===== src/rtl/pic8_pkg.sv =====
package pic8_pkg;
  localparam int DATA_W = 8;
  localparam int N_IRQ  = 8;
  localparam int IDX_W  = $clog2(N_IRQ);
  localparam int BASE_W = DATA_W - IDX_W;

  typedef enum logic [2:0] {
    ST_IDLE,
    ST_BASE,
    ST_CASC,
    ST_MODE,
    ST_RUN
  } init_st_e;
endpackage


===== src/rtl/pic8_cmd.sv =====
module pic8_cmd
  import pic8_pkg::*;
(
  input  logic              clk_i,
  input  logic              rst_ni,
  input  logic              wr_i,
  input  logic              a0_i,
  input  logic [DATA_W-1:0] wdata_i,
  output logic              run_o,
  output logic              ltim_o,
  output logic              aeoi_o,
  output logic [BASE_W-1:0] base_o,
  output logic              start_o,
  output logic              imr_we_o,
  output logic              eoi_o,
  output logic              rsel_we_o,
  output logic              rsel_val_o
);
  init_st_e          st_q;
  logic              single_q, need_mode_q, ltim_q, aeoi_q;
  logic [BASE_W-1:0] base_q;
  logic              op_wr0;

  assign start_o = wr_i & ~a0_i & wdata_i[4];
  assign run_o   = (st_q == ST_RUN);
  assign op_wr0  = wr_i & ~a0_i & ~wdata_i[4] & run_o;

  assign imr_we_o   = wr_i & a0_i & run_o;
  assign rsel_we_o  = op_wr0 & wdata_i[3] & ~wdata_i[7] & wdata_i[1];
  assign rsel_val_o = wdata_i[0];
  assign eoi_o      = run_o & wr_i & ~a0_i & (wdata_i == 8'h20);

  always_ff @(posedge clk_i or negedge rst_ni) begin
    if (!rst_ni) begin
      st_q        <= ST_IDLE;
      single_q    <= 1'b0;
      need_mode_q <= 1'b0;
      ltim_q      <= 1'b0;
      aeoi_q      <= 1'b0;
      base_q      <= '0;
    end else if (start_o) begin
      st_q        <= ST_BASE;
      ltim_q      <= wdata_i[3];
      single_q    <= wdata_i[1];
      need_mode_q <= wdata_i[0];
      aeoi_q      <= 1'b0;
    end else if (wr_i && a0_i) begin
      unique case (st_q)
        ST_BASE: begin
          base_q <= wdata_i[DATA_W-1:IDX_W];
          if (!single_q)        st_q <= ST_CASC;
          else if (need_mode_q) st_q <= ST_MODE;
          else                  st_q <= ST_RUN;
        end
        ST_CASC: st_q <= need_mode_q ? ST_MODE : ST_RUN;
        ST_MODE: begin
          aeoi_q <= wdata_i[1];
          st_q   <= ST_RUN;
        end
        default: st_q <= st_q;
      endcase
    end
  end

  assign ltim_o = ltim_q;
  assign aeoi_o = aeoi_q;
  assign base_o = base_q;
endmodule


===== src/rtl/pic8_irr.sv =====
module pic8_irr
  import pic8_pkg::*;
#(
  parameter int NIRQ = N_IRQ
) (
  input  logic            clk_i,
  input  logic            rst_ni,
  input  logic [NIRQ-1:0] irq_i,
  input  logic            ltim_i,
  input  logic            clr_all_i,
  input  logic [NIRQ-1:0] ack_clr_i,
  output logic [NIRQ-1:0] irr_o
);
  for (genvar g = 0; g < NIRQ; g++) begin : g_bit
    logic prev_q, irr_q;
    always_ff @(posedge clk_i or negedge rst_ni) begin
      if (!rst_ni) begin
        prev_q <= 1'b0;
        irr_q  <= 1'b0;
      end else begin
        prev_q <= irq_i[g];
        if (clr_all_i)   irr_q <= 1'b0;
        else if (ltim_i) irr_q <= irq_i[g];
        // a fresh edge wins over the acknowledge clear
        else             irr_q <= (irr_q & ~ack_clr_i[g]) | (irq_i[g] & ~prev_q);
      end
    end
    assign irr_o[g] = irr_q;
  end
endmodule


===== src/rtl/pic8_prio.sv =====
module pic8_prio
  import pic8_pkg::*;
#(
  parameter int NIRQ = N_IRQ,
  localparam int IW  = $clog2(NIRQ)
) (
  input  logic [NIRQ-1:0] irr_i,
  input  logic [NIRQ-1:0] imr_i,
  input  logic [NIRQ-1:0] isr_i,
  output logic            intr_o,
  output logic [IW-1:0]   req_idx_o,
  output logic [NIRQ-1:0] isr_lo_oh_o
);
  logic [NIRQ-1:0] pend;
  logic            req_vld, isr_vld;
  logic [IW-1:0]   isr_idx;

  assign pend = irr_i & ~imr_i;

  always_comb begin
    req_vld   = 1'b0;
    req_idx_o = '0;
    isr_vld   = 1'b0;
    isr_idx   = '0;
    for (int i = NIRQ - 1; i >= 0; i--) begin
      if (pend[i]) begin
        req_vld   = 1'b1;
        req_idx_o = IW'(i);
      end
      if (isr_i[i]) begin
        isr_vld = 1'b1;
        isr_idx = IW'(i);
      end
    end
  end

  assign isr_lo_oh_o = isr_i & (~isr_i + 1'b1);
  assign intr_o      = req_vld & (~isr_vld | (req_idx_o < isr_idx));
endmodule


===== src/rtl/pic8_ctrl.sv =====
module pic8_ctrl
  import pic8_pkg::*;
(
  input  logic              clk_i,
  input  logic              rst_ni,
  input  logic              a0_i,
  input  logic [DATA_W-1:0] wdata_i,
  input  logic              wr_i,
  input  logic              rd_i,
  output logic [DATA_W-1:0] rdata_o,
  input  logic [N_IRQ-1:0]  irq_i,
  output logic              intr_o,
  input  logic              inta_i,
  output logic [DATA_W-1:0] vec_o
);
  logic              run, ltim, aeoi, start, imr_we, eoi, rsel_we, rsel_val;
  logic [BASE_W-1:0] base;
  logic [N_IRQ-1:0]  irr, imr_q, isr_q, isr_lo_oh, ack_oh;
  logic [IDX_W-1:0]  req_idx;
  logic              intr_raw, ack, ack_take, rsel_q;

  pic8_cmd u_cmd (
    .clk_i, .rst_ni, .wr_i, .a0_i, .wdata_i,
    .run_o(run), .ltim_o(ltim), .aeoi_o(aeoi), .base_o(base),
    .start_o(start), .imr_we_o(imr_we), .eoi_o(eoi),
    .rsel_we_o(rsel_we), .rsel_val_o(rsel_val)
  );

  pic8_irr #(.NIRQ(N_IRQ)) u_irr (
    .clk_i, .rst_ni, .irq_i, .ltim_i(ltim), .clr_all_i(start),
    .ack_clr_i(ack_oh), .irr_o(irr)
  );

  pic8_prio #(.NIRQ(N_IRQ)) u_prio (
    .irr_i(irr), .imr_i(imr_q), .isr_i(isr_q),
    .intr_o(intr_raw), .req_idx_o(req_idx), .isr_lo_oh_o(isr_lo_oh)
  );

  assign intr_o   = run & intr_raw;
  assign ack      = inta_i & run;
  assign ack_take = ack & intr_raw;
  assign ack_oh   = ack_take ? (N_IRQ'(1) << req_idx) : '0;

  always_ff @(posedge clk_i or negedge rst_ni) begin
    if (!rst_ni) begin
      imr_q  <= '0;
      isr_q  <= '0;
      rsel_q <= 1'b0;
    end else if (start) begin
      imr_q  <= '0;
      isr_q  <= '0;
      rsel_q <= 1'b0;
    end else begin
      if (imr_we)  imr_q  <= wdata_i;
      if (rsel_we) rsel_q <= rsel_val;
      // retire and acknowledge both act on the prior in-service set
      isr_q <= (isr_q & ~(eoi ? isr_lo_oh : '0)) | (aeoi ? '0 : ack_oh);
    end
  end

  always_ff @(posedge clk_i or negedge rst_ni) begin
    if (!rst_ni) begin
      rdata_o <= '0;
      vec_o   <= '0;
    end else begin
      if (rd_i) rdata_o <= a0_i ? imr_q : (rsel_q ? isr_q : irr);
      if (ack)  vec_o   <= ack_take ? {base, req_idx} : {base, {IDX_W{1'b1}}};
    end
  end
endmodule


===== config.mk =====
export PLATFORM = sky130hd
export DESIGN_NAME = pic8_ctrl
export DESIGN_NICKNAME = d
export VERILOG_FILES = /design/src/rtl/pic8_pkg.sv /design/src/rtl/pic8_cmd.sv /design/src/rtl/pic8_irr.sv /design/src/rtl/pic8_prio.sv /design/src/rtl/pic8_ctrl.sv
export SDC_FILE = /design/constraint.sdc
export NUM_CORES = 1
export LEC_CHECK = 0
export BUFFER_PORTS_ARGS = -buffer_cell sky130_fd_sc_hd__clkbuf_2
export CORE_MARGIN = 1
export CORE_UTILIZATION = 50
export CTS_CLUSTER_SIZE = 12
export DETAILED_ROUTE_END_ITERATION = 7
export PLACE_DENSITY = 0.7
export SLEW_MARGIN = 5
export SYNTH_ARGS = -nofsm -noshare
export SYNTH_HDL_FRONTEND = slang
export SYNTH_SLANG_ARGS = --single-unit

===== constraint.sdc =====
create_clock -name clk_i -period 7.3 [get_ports clk_i]
set_clock_uncertainty 0.15 [all_clocks]
set_input_delay 1.095 -clock clk_i [delete_from_list [all_inputs] [get_ports clk_i]]
set_output_delay 1.095 -clock clk_i [all_outputs]
set_load 0.02 [all_outputs]

==> metrics <==
Netlist cell types=46; Post-DRT Antenna Nets=0; first-pass GRT wire length=roughly 12000 µm; CTS hold repair buffers=0; count of input and output buffers=38; Setup Buffers After CTS=0; WP data arrival=2.92 ns; Worst-path clk slew=~0.07 ns; Final Util=59.0%; Layout area overhead=14.1%; CP required=6.05 ns; Yosys Warn Count=0; DR vias=~2500; min-delay src=u_cmd.base_o[1]; Post-CTS Resized=0; worst-case reg-to-reg path depth=8; Die X-Extent=80.3 µm; reg-to-reg slack, setup=4.34 ns; worst hold path type=reg -> reg; Peak VDD IR=0.000159 V; Clk Latency, worst-skew pair=0.35 ns; Crit path top cell by count=o21ai_0; Fillers=approximately 530; antenna violations before repair=0; setup TNS=0 ns; syn avg cell area=9.72 µm²; endpoints failing hold=0; Power Density=349 nW/µm²; status=finished clean; Via density=slightly below 6; endpoints failing setup=0; CP Launch Type=flip-flop; FF-to-FF Start=u_irr.g_bit[5].irr_q; share of cells above drive strength 1=22.3%; minimum clock period=4.17 ns; Post-Route WL=7480 µm; gpl congestion=0.879; largest cells by area after synthesis=dfrtp_1 (50%), nand2_1 (7.5%), mux2_2 (4.8%); Cell Chain, Critical Path=nor2b_1 > a2111oi_4 > nor2_1 > ha_1 > o21ai_0 > a32oi_1 > o21ai_0 > and2_1 > clkbuf_2; area of the die=6440 µm²; maximum clock rate=about 240 MHz; Core Region=5920 µm²; Post-synth top flop=dfrtp_1; EDFF count, synth=0; 1st-iter DRT viols=around 200; Num CTS Buffers=9; CP Class=reg -> out; Synth top area share=between 40% and 50%; mapped cell area=3060 µm²; TritonRoute pass-1 iters=4; die span in y=80.3 µm; I/O pins=39; asr flop ratio synth=100%; Clock power frac=~25%; Remaining DRCs=0; Diodes inserted=0; footprint of the multi-input gates=around 1500 µm²; grt ovf=0; sequential fraction of design power=42.3%; CTS H-tree depth=3; synthesized instance count=315; critical path peak fanout=6; # rows=28; reg2reg end=u_irr.g_bit[2].irr_q; vias in the first global route=about 2300; CTS Buffer Depth=2; final period utilization=57.1%; sw power=roughly 0.48 mW; Sink Count=61; Initial Utilization=51.7%; dpl hpwl=~5300 µm; Slew HR=approximately two fifths; combinational share of power=32.9%; leakage power=~1.6 nW; Total Nets Final=around 380; CP max-delay cell=a2111oi_4; worst hold stages=2; TritonCTS clock tree=built; Max Cap Violations=0; Int Power=0.745 mW; CP max stage delay=0.49 ns; Seq/Total Area, Yosys=49.8%; worst-margin pin slew=0.914 ns; pin count of the biggest net entering global routing=between 60 and 70; switching share of power=around 39%; fin. max-slew vios=0; Root Driver=clkbuf_8; Syn Nets=about 340; FF+latch area=about 1500 µm²; Hold EP=vec_o[4]; number of synthesized register bits=61; RSZ-0062 raised after global routing=false; routed length per placed instance=17.3 µm; Total Power=1.22 mW; crit end category=primary output; Synth area leader=dfrtp_1; gr usage total=approximately a quarter
flip-flops by register name (all words and copies together), names as in the netlist, 3 cells and up:
name	flops
vec_o	8
u_irr.g_bit.prev_q	8
isr_q	8
imr_q	8
u_cmd.base_o	5
u_irr.g_bit.irr_q	8
rdata_o	8
u_cmd.st_q	3
power by group through the flow:
stage	Clock [mW]	Combinational (mW)	Sequential [mW]
4_1_cts	0.307	0.402	0.514
5_1_grt	0.324	0.449	0.528
3_3_place_gp	0	0.395	0.516
3_5_place_dp	0	0.400	0.520
6_report	0.304	0.401	0.516
2_1_floorplan	0	0.268	0.529
cell type report:
class	instances	area share (%)
tap	75	2.68
multi-input combinational	235	41.6
clock inverter	7	2.15
timing repair buffer	39	5.65
clock buffer	9	3.54
inverter	7	0.752
sequential	61	43.7
cells in the final DEF (no fill, tap or decap), drive strengths merged, types with 2 or more instances in the layout:
master / netlist / routed
nor2: 23 / 23
a32o: 3 / 3
nor4: 4 / 4
dfrtp: 61 / 61
o21ai: 26 / 26
a31oi: 5 / 5
clkbuf: 6 / 47
mux2: 13 / 13
ha: 2 / 2
or2: 4 / 4
o211ai: 6 / 6
a21boi: 2 / 2
a22oi: 5 / 5
nor3: 3 / 3
a21oi: 12 / 12
nand2: 61 / 61
or4: 2 / 2
inv: 7 / 8
mux2i: 10 / 10
clkinv: 0 / 5
nand2b: 8 / 8
nor2b: 8 / 8
nand3: 8 / 8
nand3b: 2 / 2
o31ai: 4 / 4
a211oi: 9 / 9
worst max path at each step:
| stage | startpoint | to | slack (ns) | cells past startpoint |
|---|---|---|---|---|
| 2_1_floorplan | u_irr.g_bit[5].irr_q | intr_o | 3.84 | 8 |
| 3_3_place_gp | u_irr.g_bit[5].irr_q | intr_o | 3.56 | 9 |
| 3_5_place_dp | u_irr.g_bit[5].irr_q | intr_o | 3.52 | 9 |
| 4_1_cts | u_irr.g_bit[5].irr_q | intr_o | 3.12 | 9 |
| 5_1_grt | u_irr.g_bit[5].irr_q | intr_o | 2.87 | 9 |
| 6_report | u_irr.g_bit[5].irr_q | intr_o | 3.13 | 9 |
layer usage:
metal / vias up / track usage [%] / wire, µm
met3: 14 / 4.55 / 412
met4: 0 / 10.4 / 177
met5: - / 0 / 0
met1: 1213 / 36.8 / 3600
li1: 1206 / - / -
met2: 72 / 38.1 / 3290
cells by family (layout without fill, tap and decap cells):
family                   Yosys count  in the layout  share of synthesized area (%)
AND/OR/NAND/NOR                  129            129                           20.2
AO/OA/AOI/OAI                     81             81                           18.4
flip-flops                        61             61                           49.8
multiplexers                      23             23                           8.05
buffers and inverters             19             62                           2.74
adder cells (fa/ha/maj)            2              2                          0.817
worst max-delay path, delay by kind of cell (launching register included):
family                   cells  cell delay, ns
buffers and inverters        1            0.15
adder cells (fa/ha/maj)      1            0.30
AO/OA/AOI/OAI                4            1.26
flip-flops                   1            0.41
AND/OR/NAND/NOR              3            0.47
metrics by stage:
| stage | setup WS [ns] | std cells | area, µm² | hold slack, ns |
|---|---|---|---|---|
| 2_1_floorplan | 3.84 | 315 | 3060 | 0.285 |
| 3_5_place_dp | 3.52 | 417 | 3300 | 0.303 |
| 5_1_grt | 2.87 | 433 | 3500 | 0.337 |
| 3_3_place_gp | 3.56 | 417 | 3300 | 0.295 |
| 6_report | 3.13 | 433 | 3500 | 0.323 |
| 4_1_cts | 3.12 | 433 | 3500 | 0.321 |
Yosys cell counts (all sizes together), types with 2 or more instances:
| master | instances |
|---|---|
| nor2b | 8 |
| o21ai | 26 |
| or4 | 2 |
| ha | 2 |
| a32o | 3 |
| o31ai | 4 |
| mux2i | 10 |
| nor4 | 4 |
| a31oi | 5 |
| nor3 | 3 |
| mux2 | 13 |
| nand2b | 8 |
| nand3 | 8 |
| inv | 7 |
| nand3b | 2 |
| dfrtp | 61 |
| a211oi | 9 |
| nand2 | 61 |
| nor2 | 23 |
| a22oi | 5 |
| clkbuf | 6 |
| a21boi | 2 |
| buf | 6 |
| a21oi | 12 |
| o211ai | 6 |
| or2 | 4 |
Power figures use the tool's default switching activity.
